<file path="config.mk">
export PLATFORM = sky130hd
export DESIGN_NAME = sgd_engine
export DESIGN_NICKNAME = d
export VERILOG_FILES = /design/src/rtl/sgd_pkg.sv /design/src/rtl/sgd_regs.sv /design/src/rtl/sgd_walker.sv /design/src/rtl/sgd_status.sv /design/src/rtl/sgd_engine.sv
export SDC_FILE = /design/constraint.sdc
export NUM_CORES = 1
export LEC_CHECK = 0
export BUFFER_PORTS_ARGS = -buffer_cell sky130_fd_sc_hd__clkbuf_2
export CAP_MARGIN = 5
export CORE_MARGIN = 5
export CORE_UTILIZATION = 25
export CTS_BUF_LIST = sky130_fd_sc_hd__clkbuf_16
export DETAILED_ROUTE_END_ITERATION = 12
export PLACE_DENSITY = 0.5
export SLEW_MARGIN = 0
export SYNTH_ARGS = -nofsm -noshare
export SYNTH_HDL_FRONTEND = slang
export SYNTH_SLANG_ARGS = --single-unit
</file>
<file path="constraint.sdc">
create_clock -name clk -period 4.38 [get_ports clk]
set_input_delay 0.438 -clock clk [delete_from_list [all_inputs] [get_ports clk]]
set_output_delay 0.438 -clock clk [all_outputs]
set_load 0.02 [all_outputs]
</file>
<file path="src/rtl/sgd_pkg.sv">
`timescale 1ns/1ps
package sgd_pkg;

    localparam int WORD_W    = 32;
    localparam int CNT_W     = 17;
    localparam int RA_W      = 3;
    localparam int PTR_BYTES = WORD_W / 8;
    localparam int DESC_STEP = 2 * PTR_BYTES;

    localparam logic [RA_W-1:0] RA_CMD  = 3'd0;
    localparam logic [RA_W-1:0] RA_STAT = 3'd1;

    localparam logic [1:0] IRQ_MODE = 2'b01;

    typedef enum logic [2:0] {
        ST_IDLE,
        ST_GET_ADDR,
        ST_GET_CNT,
        ST_READY,
        ST_END
    } walk_state_t;

    typedef struct packed {
        logic [WORD_W-1:0] addr;
        logic [CNT_W-1:0]  count;
        logic              eot;
    } desc_t;

    // Count field keeps even lengths only; zero encodes the full 64 KiB block
    function automatic logic [CNT_W-1:0] decode_count(input logic [WORD_W-1:0] w);
        logic [15:0] c;
        c = w[15:0] & 16'hFFFE;
        return (c == 16'd0) ? CNT_W'(17'h10000) : {1'b0, c};
    endfunction

    function automatic logic [WORD_W-1:0] align_buf(input logic [WORD_W-1:0] a,
                                                    input logic wide);
        return wide ? {a[WORD_W-1:1], 1'b0} : a;
    endfunction

endpackage

</file>
<file path="src/rtl/sgd_regs.sv">
`timescale 1ns/1ps
module sgd_regs
    import sgd_pkg::*;
(
    input  logic              clk,
    input  logic              rst,
    input  logic              wr_en,
    input  logic [RA_W-1:0]   addr,
    input  logic [7:0]        wdata,
    input  logic [7:0]        stat_byte,
    output logic [7:0]        rdata,
    output logic [7:0]        cmd,
    output logic [WORD_W-1:0] tbl_ptr,
    output logic              start_p,
    output logic              stop_p
);

    logic [7:0]        cmd_q;
    logic [7:0]        raw0_q;
    logic [WORD_W-1:0] ptr_q;
    logic              cmd_wr;

    assign cmd_wr  = wr_en && (addr == RA_CMD);
    assign start_p = cmd_wr &&  wdata[0] && !cmd_q[0];
    assign stop_p  = cmd_wr && !wdata[0] &&  cmd_q[0];

    always_ff @(posedge clk) begin
        if (rst) begin
            cmd_q  <= '0;
            raw0_q <= '0;
            ptr_q  <= '0;
        end else if (wr_en) begin
            if (addr == RA_CMD)
                cmd_q <= wdata;
            for (int b = 0; b < PTR_BYTES; b++) begin
                if (addr[2] && (addr[1:0] == 2'(b))) begin
                    if (b == 0) begin
                        ptr_q[7:0] <= wdata & 8'hFC;
                        raw0_q     <= wdata;
                    end else begin
                        ptr_q[8*b +: 8] <= wdata;
                    end
                end
            end
        end
    end

    always_comb begin
        case (addr)
            RA_CMD:  rdata = cmd_q;
            RA_STAT: rdata = stat_byte;
            3'd4:    rdata = raw0_q;
            3'd5:    rdata = ptr_q[15:8];
            3'd6:    rdata = ptr_q[23:16];
            3'd7:    rdata = ptr_q[31:24];
            default: rdata = 8'hFF;
        endcase
    end

    assign cmd     = cmd_q;
    assign tbl_ptr = ptr_q;

endmodule

</file>
<file path="src/rtl/sgd_walker.sv">
`timescale 1ns/1ps
module sgd_walker
    import sgd_pkg::*;
(
    input  logic              clk,
    input  logic              rst,
    input  logic              start_p,
    input  logic              stop_p,
    input  logic [WORD_W-1:0] tbl_ptr,
    input  logic              word_mode,
    input  logic              irq_en,
    input  logic              blk_done,
    input  logic              mem_ack,
    input  logic [WORD_W-1:0] mem_rdata,
    output logic              mem_req,
    output logic [WORD_W-1:0] mem_addr,
    output desc_t             cur,
    output logic              active,
    output logic              irq,
    output logic              overrun
);

    walk_state_t       state_q;
    logic [WORD_W-1:0] wptr_q;
    desc_t             desc_q;
    logic              active_q;
    logic              irq_q;
    logic              ovr_q;

    always_ff @(posedge clk) begin
        if (rst) begin
            state_q  <= ST_IDLE;
            wptr_q   <= '0;
            desc_q   <= '0;
            active_q <= 1'b0;
            irq_q    <= 1'b0;
            ovr_q    <= 1'b0;
        end else if (stop_p) begin
            state_q    <= ST_IDLE;
            active_q   <= 1'b0;
            desc_q.eot <= 1'b0;
        end else if (start_p) begin
            state_q    <= ST_GET_ADDR;
            wptr_q     <= tbl_ptr;
            active_q   <= 1'b1;
            irq_q      <= 1'b0;
            ovr_q      <= 1'b0;
            desc_q.eot <= 1'b0;
        end else begin
            case (state_q)
                ST_GET_ADDR: if (mem_ack) begin
                    desc_q.addr <= align_buf(mem_rdata, word_mode);
                    state_q     <= ST_GET_CNT;
                end
                ST_GET_CNT: if (mem_ack) begin
                    desc_q.count <= decode_count(mem_rdata);
                    desc_q.eot   <= mem_rdata[WORD_W-1];
                    wptr_q       <= wptr_q + WORD_W'(DESC_STEP);
                    state_q      <= ST_READY;
                end
                ST_READY: if (blk_done) begin
                    if (desc_q.eot) begin
                        state_q <= ST_END;
                        if (irq_en)
                            irq_q <= 1'b1;
                    end else begin
                        state_q <= ST_GET_ADDR;
                    end
                end
                ST_END: if (blk_done)
                    ovr_q <= 1'b1;
                default: ;
            endcase
        end
    end

    assign mem_req  = (state_q == ST_GET_ADDR) || (state_q == ST_GET_CNT);
    assign mem_addr = (state_q == ST_GET_CNT) ? wptr_q + WORD_W'(PTR_BYTES) : wptr_q;
    assign cur      = desc_q;
    assign active   = active_q;
    assign irq      = irq_q;
    assign overrun  = ovr_q;

endmodule

</file>
<file path="src/rtl/sgd_status.sv">
`timescale 1ns/1ps
module sgd_status
    import sgd_pkg::*;
(
    input  logic              active,
    input  logic              eot,
    input  logic              overrun,
    input  logic [1:0]        irq_mode,
    input  logic [WORD_W-1:0] tbl_ptr,
    input  logic [WORD_W-1:0] buf_addr,
    output logic [7:0]        stat_byte
);

    always_comb begin
        stat_byte    = '0;
        stat_byte[0] = active;
        stat_byte[2] = (buf_addr != '0);
        stat_byte[3] = (tbl_ptr != '0);
        stat_byte[5] = (irq_mode == IRQ_MODE);
        stat_byte[6] = overrun;
        stat_byte[7] = eot;
    end

endmodule

</file>
<file path="src/rtl/sgd_engine.sv">
`timescale 1ns/1ps
module sgd_engine
    import sgd_pkg::*;
(
    input  logic              clk,
    input  logic              rst,
    input  logic              reg_wr,
    input  logic [RA_W-1:0]   reg_addr,
    input  logic [7:0]        reg_wdata,
    output logic [7:0]        reg_rdata,
    input  logic              word_mode,
    output logic              mem_req,
    output logic [WORD_W-1:0] mem_addr,
    input  logic              mem_ack,
    input  logic [WORD_W-1:0] mem_rdata,
    input  logic              blk_done,
    output logic [WORD_W-1:0] cur_addr,
    output logic [CNT_W-1:0]  cur_count,
    output logic              busy,
    output logic              irq
);

    logic [7:0]        cmd_w;
    logic [7:0]        stat_w;
    logic [WORD_W-1:0] ptr_w;
    logic              start_w;
    logic              stop_w;
    logic              active_w;
    logic              ovr_w;
    desc_t             cur_w;

    sgd_regs u_regs (
        .clk       (clk),
        .rst       (rst),
        .wr_en     (reg_wr),
        .addr      (reg_addr),
        .wdata     (reg_wdata),
        .stat_byte (stat_w),
        .rdata     (reg_rdata),
        .cmd       (cmd_w),
        .tbl_ptr   (ptr_w),
        .start_p   (start_w),
        .stop_p    (stop_w)
    );

    sgd_walker u_walk (
        .clk       (clk),
        .rst       (rst),
        .start_p   (start_w),
        .stop_p    (stop_w),
        .tbl_ptr   (ptr_w),
        .word_mode (word_mode),
        .irq_en    (cmd_w[7:6] == IRQ_MODE),
        .blk_done  (blk_done),
        .mem_ack   (mem_ack),
        .mem_rdata (mem_rdata),
        .mem_req   (mem_req),
        .mem_addr  (mem_addr),
        .cur       (cur_w),
        .active    (active_w),
        .irq       (irq),
        .overrun   (ovr_w)
    );

    sgd_status u_stat (
        .active    (active_w),
        .eot       (cur_w.eot),
        .overrun   (ovr_w),
        .irq_mode  (cmd_w[7:6]),
        .tbl_ptr   (ptr_w),
        .buf_addr  (cur_w.addr),
        .stat_byte (stat_w)
    );

    assign cur_addr  = cur_w.addr;
    assign cur_count = cur_w.count;
    assign busy      = mem_req;

endmodule

</file>
==> flow_metrics.py, run 1 <==
metrics = {
    "timing": {
        "final_max_slew_viol_count": 0,
        "hold_viol_final": 0,
        "finalCritPeriodShare_pct": 79.2,
        "fin_tns_setup_ns": 0,
        "layout_setup_ws_ns": 0.913,
        "fin_skew_ns": 0.0120,
        "slew_headroom_pct": 26.2,
        "rsz0062_at_grt": "no",
        "setup_violations": 0,
        "tightest_slew_ns": 1.10,
        "final.min_clock_period_ns": 3.47,
        "max_freq_mhz": 288,
    },
    "drt": {
        "drc": 0,
        "ant_nets": 0,
        "viasPerCell": 5.02,
        "detail_route.iter0.violations": 630,
        "wl_um": 23600,
        "wl_per_cell_um": 17.9,
        "drtPass1Iterations": 5,
        "vias": 6600,
    },
    "min_path": {
        "hold_class": "input pin to flip-flop",
    },
    "final_layout": {
        "drive_above_1_share_pct": 20.7,
        "num-nets-final": 1018,
        "area_delta_synth_final_pct": 22.2,
        "fillers": 2821,
        "fin_area_sq_mm": 0.00806,
        "layout.cells.non_filler": 1315,
        "diodes": 0,
        "final_core_util_pct": 31.0,
    },
    "floorplanning": {
        "io_pins": 141,
        "die_w_um": 172,
        "num_rows": 59,
        "start_util_pct": 25.4,
        "fp.dieArea_sq_mm": 0.0297,
        "die_h_um": 172,
        "design.core.area_sq_mm": 0.0260,
    },
    "cts": {
        "tritoncts": "built",
        "postCtsSetupBuffers": 0,
        "ctsResizeCount": 0,
        "cts_hold_buffers": 0,
        "cts_max_path_buffers": 2,
        "htreeDepth": 4,
        "clockRootBuffer": "clkbuf_16",
        "cts.reportedPaths.clkPinSlew_ns": 0.06,
        "clk_latency_ns": 0.43,
        "cts_buffers": 17,
        "clkSinkCount": 125,
    },
    "synthesis": {
        "syn_area_sq_mm": 0.00660,
        "synth_top_area_share_pct": 37.9,
        "synth_top_cell_by_area": "dfxtp_1",
        "synth_most_common_cell": "nand2_1",
        "synth_area_per_cell_sq_um": 7.63,
        "synth_area_leaders": "dfxtp_1 (38%), nand2_1 (11%), a21oi_1 (8.3%), nor2_1 (3.6%), mux2i_1 (3.0%)",
        "synthArstFlopShare_pct": 0,
        "ys_ff_latch": 125,
        "yosysUniqueCellTypes": 73,
        "ys_seq_area_share_pct": 37.9,
        "synthTopCellsByCount": "nand2_1 (201), dfxtp_1 (125), a21oi_1 (110)",
        "ys.flop_type": "dfxtp_1",
        "yosys_warnings": 0,
        "syn_inst": 864,
        "synth_edf_count": 0,
    },
    "worst_setup_path": {
        "cp_slowest_cell": "nor4_1",
        "worstPathMaxFanout": 12,
        "crit_path_start_kind": "flip-flop",
        "worstSetupPathType": "flip-flop to primary output",
        "worstPathRequired_ns": 3.94,
        "cp_slowest_stage_delay_ns": 0.79,
        "end_kind": "primary output",
        "crit_chain": "nor3b_2 -> buf_4 -> nand4_1 -> nor4_1 -> nand3_1 -> xnor2_1 -> clkbuf_2",
        "arrival_ns": 3.03,
    },
    "grt": {
        "busiest_layer": "met2",
        "grt_pass1_vias": 6131,
        "grt_max_degree": 86,
        "use_met3_pct": 4.64,
        "grt-ovfl-total": 0,
        "use_met2_pct": 22.8,
        "grt_use_total_pct": 15.6,
        "grt_pass1_wl_um": 36100,
        "grtUsageMet1_pct": 22.0,
        "antenna_found_initial": 0,
    },
    "pwr": {
        "power_density_mw_per_mm2": 359,
        "irDropWorstVdd_uv": 248,
        "power.leakage_nw": 3.04,
    },
    "placed_design": {
        "portBuffers": 137,
        "gp_congestion": 0.847,
        "place_area_sq_mm": 0.00743,
        "place_hpwl_um": 16700,
        "dp_cells": 1283,
        "place_ws_ns": 1.35,
    },
    "run_status": {
        "status": "finished, final reports clean",
    },
    "run": {
        "drv_cap": 0,
    },
}
==> power breakdown <==
group	switching, mW	internal, mW
combinational	0.122	0.0569
sequential	0.0178	1.15
clock	0.626	0.919
==> metrics by stage <==
| stage | power, mW | hold WS (ns) |
|---|---|---|
| 4_1_cts | 2.92 | 0.216 |
| 6_report | 2.89 | 0.228 |
| 5_1_grt | 2.99 | 0.223 |
| 2_1_floorplan | 1.29 | 0.433 |
| 3_5_place_dp | 1.37 | 0.451 |
| 3_3_place_gp | 1.37 | 0.447 |
==> registers in the layout, summed over array words and instances (netlist names), 3 cells and up <==
signal / flops
u_walk.cur: 49
u_walk.state_q: 3
u_regs.cmd: 8
u_regs.tbl_ptr: 25
u_regs.raw0_q: 7
u_walk.wptr_q: 30
==> final cells by class <==
type	count	area, sq um	share of cell area (%)
flip-flops and latches	125	2500	31.1
clock inverters	15	200	2.48
multi-input cells	666	3710	46.0
well taps	335	419	5.20
clock buffers	17	425	5.28
repair buffers	148	771	9.57
inverters	9	33.8	0.419
==> layout by cell type, fill, tap and decap left out, drive strengths merged, types with 3 or more instances in the layout <==
cell type	n
buf	12
a22oi	11
a21oi	110
conb	3
o32ai	6
nand3b	4
nand2b	3
nor2	64
inv	17
mux2i	20
o21ai	28
clkinv	3
a211oi	3
nand4	17
nor3	15
or4	5
and3	9
nor4	28
o31a	7
o31ai	7
nor3b	3
clkbuf	153
nand2	201
xor2	13
nand3	32
bufinv	3
dfxtp	125
or3	7
a31oi	5
xnor2	18
mux2	3
nor2b	5
==> worst max-delay path, delay by kind of cell (launching register included) <==
| family | cells | cell delay [ns] |
|---|---|---|
| and+or+nand+nor | 4 | 1.49 |
| buffers and inverters | 2 | 0.39 |
| xor gates and xnor gates | 1 | 0.18 |
| DFF | 1 | 0.54 |
==> layer usage <==
metal / vias to the layer above / wire, um / part of all wire, %
met4: 0 / 369 / 1.6
met3: 25 / 1960 / 8.3
met1: 3063 / 10800 / 46
met5: - / 0 / 0
met2: 256 / 10400 / 44
li1: 3256 / - / -
==> path summary, 6_finish.rpt <==
kind	cells after the start	slack, ns	from	to
worst max-delay path	7	0.91	u_walk.state_q[1]$_SDFFE_PP0P_	mem_addr[22]
worst min-delay path	3	0.23	mem_rdata[29]	u_walk.cur[47]$_SDFFE_PP0P_
worst max register to register	6	1.80	u_walk.wptr_q[4]$_SDFFE_PP0P_	u_walk.wptr_q[31]$_SDFFE_PP0P_
worst min register to register	2	0.46	u_regs.cmd[1]$_SDFFE_PP0N_	u_regs.cmd[1]$_SDFFE_PP0N_
==> cell families after synthesis <==
logic type / count (synthesis) / share of synthesized area [%]
other: 1 / 0.0568
flip-flops: 125 / 37.9
AND/OR/NAND/NOR: 405 / 28.9
buffers and inverters: 75 / 6.32
adder cells (fa/ha/maj): 2 / 0.379
XOR/XNOR: 31 / 4.12
AO/OA/AOI/OAI: 200 / 18.1
multiplexers: 25 / 4.23
Power figures use the tool's default switching activity.
==> inputs of run 2 (changes only) <==
--- a/config.mk
+++ b/config.mk
@@ -11,7 +11,7 @@
 export CORE_UTILIZATION = 25
 export CTS_BUF_LIST = sky130_fd_sc_hd__clkbuf_16
 export DETAILED_ROUTE_END_ITERATION = 12
-export PLACE_DENSITY = 0.5
+export PLACE_DENSITY = 0.51
 export SLEW_MARGIN = 0
 export SYNTH_ARGS = -nofsm -noshare
 export SYNTH_HDL_FRONTEND = slang
==> constraint.sdc (replaced) <==
create_clock -name clk -period 2.9 [get_ports clk]
set_input_delay 0.29 -clock clk [delete_from_list [all_inputs] [get_ports clk]]
set_output_delay 0.29 -clock clk [all_outputs]
set_load 0.02 [all_outputs]
==> flow_metrics.py, run 2 (synthesis gave the netlist of run 1 again) <==
metrics = {
    "floorplanning": {
        "io_pins": 141,
        "start_util_pct": 25.4,
        "design.core.area_sq_mm": 0.0260,
        "num_rows": 59,
        "die_w_um": 172,
        "die_h_um": 172,
        "fp.dieArea_sq_mm": 0.0297,
    },
    "pwr": {
        "irDropWorstVdd_uv": 341,
        "power.leakage_nw": 3.10,
        "power_density_mw_per_mm2": 494,
    },
    "timing": {
        "max_freq_mhz": 357,
        "final.min_clock_period_ns": 2.80,
        "tightest_slew_ns": 1.10,
        "fin_hold_ws_ns": 0.0928,
        "slew_headroom_pct": 26.7,
        "fin_skew_ns": 0.0118,
        "hold_viol_final": 0,
        "final_max_slew_viol_count": 0,
        "finalCritPeriodShare_pct": 96.5,
        "fin_tns_setup_ns": 0,
        "setup_violations": 0,
    },
    "worst_setup_path": {
        "ff2ff_path_depth": 5,
        "startpoint": "u_walk.wptr_q[13]$_SDFFE_PP0P_",
        "worstPathMaxFanout": 6,
        "crit_path_start_kind": "flip-flop",
        "rr_startpoint": "u_walk.state_q[2]$_SDFFE_PP0P_",
        "worstSetupPathType": "flip-flop to primary output",
        "arrival_ns": 2.51,
        "end_kind": "primary output",
        "worstPathRequired_ns": 2.61,
    },
    "grt": {
        "busiest_layer": "met2",
        "use_met2_pct": 23.5,
        "grt-ovfl-total": 0,
        "grt_max_degree": 70,
        "grt_pass1_vias": 6391,
        "antenna_found_initial": 2,
        "grt_pass1_wl_um": 36300,
        "grt_use_total_pct": 15.4,
        "grtUsageMet1_pct": 21.8,
        "use_met3_pct": 4.05,
    },
    "drt": {
        "detail_route.iter0.violations": 433,
        "drtPass1Iterations": 5,
        "ant_nets": 0,
        "vias": 6673,
        "viasPerCell": 4.99,
        "wl_um": 23100,
        "drc": 0,
        "wl_per_cell_um": 17.3,
    },
    "cts": {
        "cts.reportedPaths.clkPinSlew_ns": 0.06,
        "cts_buffers": 17,
        "tritoncts": "built",
        "clkSinkCount": 125,
        "cts_hold_buffers": 0,
        "cts_max_path_buffers": 2,
        "clockRootBuffer": "clkbuf_16",
        "htreeDepth": 4,
        "clk_latency_ns": 0.42,
    },
    "final_layout": {
        "num-nets-final": 1038,
        "largest_reg_flops": 49,
        "final_common_cell": "nand2_1",
        "area_delta_synth_final_pct": 23.9,
        "final_core_util_pct": 31.5,
        "mostFrequentLayoutCells": "nand2_1 (201), clkbuf_2 (135), dfxtp_1 (122)",
        "fillers": 2845,
        "drive_above_1_share_pct": 22.9,
    },
    "min_path": {
        "min_path_cells": 3,
        "hp-start": "mem_rdata[25]",
        "hold_class": "input pin to flip-flop",
    },
    "placed_design": {
        "portBuffers": 137,
        "gp_congestion": 0.842,
        "place_hpwl_um": 16900,
    },
    "run_status": {
        "status": "finished, final reports clean",
    },
    "run": {
        "drv_cap": 0,
    },
}
run 2: cell count changes in the layout (fill, tap and decap cells not counted), sizes merged:
| cell | change |
|---|---|
| diode | +1 |
| clkinv | +1 |
| clkinvlp | +2 |
| buf | +20 |
| bufinv | -3 |
run 2: timing repair:
item                                   CTS  global route
endpoints found under the hold margin    0             0
pin swaps                                1             2
setup endpoints to repair                2             5
gates resized for setup                  3             7
setup buffers                            0             1
run 2: through the flow:
step                      setup WS [ns]  area (sq um)  total power [mW]  instances
final                             0.102          8170              4.03       1336
after detailed placement          0.328          7590              2.08       1302
after floorplan                   0.344          6600              1.95        866
after global routing          -0.000180          8170              4.19       1336
after CTS                        0.0539          8140              4.09       1334
after global placement            0.360          7590              2.08       1302
run 2: per-layer routing:
layer / up-vias / part of all wire, %
met5: - / 0.048
met4: 2 / 1.1
met3: 17 / 7.6
met2: 232 / 44
met1: 3132 / 47
li1: 3290 / -
run 2: power by group:
group,switching [mW],leakage [nW],total [mW],internal (mW)
Combinational,0.190,1.83,0.283,0.0931
Clock,0.887,0.261,1.99,1.11
Sequential,0.0235,1.01,1.76,1.74
run 2: worst max-delay path, cell delays in order, from the launching register on:
cell and delay (ns):
dfxtp_1 0.45, nand4_4 0.17, or4_4 0.60, or3_4 0.41, nor2_1 0.12, xor2_1 0.16
clkbuf_4 0.18
run 2: area by class of cell:
type	count	area (sq um)	share of cell area (%)
sequential	125	2510	30.7
clock buffer	17	425	5.21
clock inverter	15	114	1.39
antenna	1	2.50	0.0306
timing repair buffer	168	936	11.5
tap	335	419	5.13
inverter	9	33.8	0.413
multi-input combinational	666	3740	45.7
run 2: worst paths after layout:
path | endpoint | slack [ns]
setup / recovery | mem_addr[19] | 0.10
hold / removal | u_walk.cur[43]$_SDFFE_PP0P_ | 0.09
setup reg to reg | u_walk.wptr_q[21]$_SDFFE_PP0P_ | 0.57
hold reg to reg | u_regs.cmd[1]$_SDFFE_PP0N_ | 0.46
==> inputs of run 3 (changes only) <==
--- a/config.mk
+++ b/config.mk
@@ -11,7 +11,6 @@
 export CORE_UTILIZATION = 25
 export CTS_BUF_LIST = sky130_fd_sc_hd__clkbuf_16
 export DETAILED_ROUTE_END_ITERATION = 12
-export PLACE_DENSITY = 0.51
 export SLEW_MARGIN = 0
 export SYNTH_ARGS = -nofsm -noshare
 export SYNTH_HDL_FRONTEND = slang
==> flow_metrics.py, run 3 (synthesis gave the netlist of run 1 again) <==
metrics = {
    "run_status": {
        "status": "finished, final reports clean",
    },
    "pwr": {
        "power.leakage_nw": 3.13,
        "irDropWorstVdd_uv": 320,
        "p_sw_mw": 1.09,
        "power_density_mw_per_mm2": 521,
        "pwr-share-clk_pct": 52.3,
        "combPwrFrac_pct": 6.6,
        "p_seq_share_pct": 41.1,
        "power_switching_share_pct": 25.4,
        "p_int_mw": 3.19,
        "total_power_mw": 4.28,
    },
    "final_layout": {
        "largest_reg_flops": 49,
        "layout.cells.non_filler": 1335,
        "area.sequential_sq_mm": 0.00250,
        "num-nets-final": 1038,
        "multi_input_area_sq_mm": 0.00372,
        "final_core_util_pct": 31.6,
        "fillers": 2839,
        "drive_above_1_share_pct": 22.7,
        "area_delta_synth_final_pct": 24.7,
        "final_common_cell": "nand2_1",
        "diodes": 0,
        "mostFrequentLayoutCells": "nand2_1 (201), clkbuf_2 (135), dfxtp_1 (124)",
    },
    "worst_setup_path": {
        "critPathTopFamily": "simple AND/OR/NAND/NOR gates",
        "r2r_setup_slack_ns": 0.75,
        "cp_slowest_stage_delay_ns": 0.61,
        "ff2ff_path_depth": 5,
        "path_buf_inv": 1,
        "crit_chain": "nand4_4 -> or4_4 -> or3_4 -> nor2_1 -> xor2_1 -> clkbuf_4",
        "r2r-end": "u_walk.wptr_q[19]$_SDFFE_PP0P_",
        "worstPathRequired_ns": 2.61,
        "startpoint": "u_walk.wptr_q[10]$_SDFFE_PP0P_",
        "crit_path_start_kind": "flip-flop",
        "arrival_ns": 2.52,
        "cp_slowest_cell": "or4_4",
        "rr_startpoint": "u_walk.wptr_q[10]$_SDFFE_PP0P_",
        "end_kind": "primary output",
        "worstPathMaxFanout": 6,
        "worstSetupPathType": "flip-flop to primary output",
    },
    "grt": {
        "grt_use_total_pct": 15.0,
        "grt_pass1_wl_um": 35300,
        "antenna_found_initial": 0,
        "grt-ovfl-total": 0,
        "grt_pass1_vias": 6306,
        "grt_max_degree": 76,
    },
    "floorplanning": {
        "die_h_um": 172,
        "fp.dieArea_sq_mm": 0.0297,
        "start_util_pct": 25.4,
        "design.core.area_sq_mm": 0.0260,
        "num_rows": 59,
        "io_pins": 141,
        "die_w_um": 172,
    },
    "drt": {
        "wl_um": 22700,
        "wl_per_cell_um": 17.0,
        "detail_route.iter0.violations": 696,
        "ant_nets": 0,
        "viasPerCell": 5.09,
        "vias": 6790,
        "drc": 0,
        "drtPass1Iterations": 5,
    },
    "placed_design": {
        "portBuffers": 137,
        "gp_congestion": 0.848,
        "dp_cells": 1303,
        "place_hpwl_um": 16500,
    },
    "timing": {
        "tightest_slew_ns": 0.625,
        "finalCritPeriodShare_pct": 96.8,
        "max_freq_mhz": 356,
        "hold_viol_final": 0,
        "fin_tns_setup_ns": 0,
        "final.min_clock_period_ns": 2.81,
        "slew_headroom_pct": 58.0,
        "rsz0062_at_grt": "yes",
        "fin_skew_ns": 0.0125,
        "setup_violations": 0,
        "fin_hold_ws_ns": 0.0803,
        "final_max_slew_viol_count": 0,
    },
    "run": {
        "drv_cap": 0,
    },
    "min_path": {
        "hp-start": "mem_rdata[29]",
        "min_path_cells": 3,
        "hold_class": "input pin to flip-flop",
        "hold_path_end": "u_walk.cur[47]$_SDFFE_PP0P_",
    },
    "cts": {
        "cts.reportedPaths.clkPinSlew_ns": 0.06,
        "clkSinkCount": 125,
        "clk_latency_ns": 0.42,
        "cts_buffers": 17,
        "postCtsSetupBuffers": 0,
        "tritoncts": "built",
        "cts_max_path_buffers": 2,
        "htreeDepth": 4,
        "clockRootBuffer": "clkbuf_16",
    },
}
[run 3: repair_timing]
item,CTS,global route
resized for setup,3,3
hold endpoints to repair,0,0
endpoints found under the setup margin,2,3
hold buffers,0,0
pin swaps,1,0
[run 3: layer usage]
layer  routed length [um]  track usage [%]
met1                10200             20.5
met2                10200             22.9
met3                 1980             4.73
met4                  287             4.07
met5                    0                0
[run 3: worst max-delay path by stage]
stage | to | cells after the start
2_1_floorplan | mem_addr[19] | 7
3_3_place_gp | mem_addr[19] | 7
3_5_place_dp | mem_addr[19] | 7
4_1_cts | mem_addr[19] | 6
5_1_grt | mem_addr[19] | 7
6_report | mem_addr[19] | 6
[run 3: worst min-delay path, cell delays in order]
cell	delay, ns
clkbuf_2	0.08
nand2_1	0.04
a21oi_1	0.05
[run 3: per-stage QoR]
step / setup WS [ns] / instance area, sq um
6_report: 0.0923 / 8220
5_1_grt: -0.0395 / 8220
4_1_cts: 0.0829 / 8210
3_5_place_dp: 0.344 / 7590
3_3_place_gp: 0.387 / 7590
2_1_floorplan: 0.344 / 6600
[run 3: area by class of cell]
cell class                 instances  share of cell area, %
multi-input combinational        666                   45.3
inverter                           9                  0.411
clock buffer                      17                   5.17
clock inverter                    15                   2.24
sequential                       125                   30.4
timing repair buffer             168                   11.4
tap                              335                   5.10
[run 3: power by group through the flow]
stage          registers [mW]  logic [mW]  clock network [mW]
2_1_floorplan            1.79       0.160                   0
3_3_place_gp             1.80       0.280                   0
3_5_place_dp             1.80       0.283                   0
4_1_cts                  1.76       0.285                2.29
5_1_grt                  1.76       0.310                2.37
6_report                 1.76       0.283                2.24
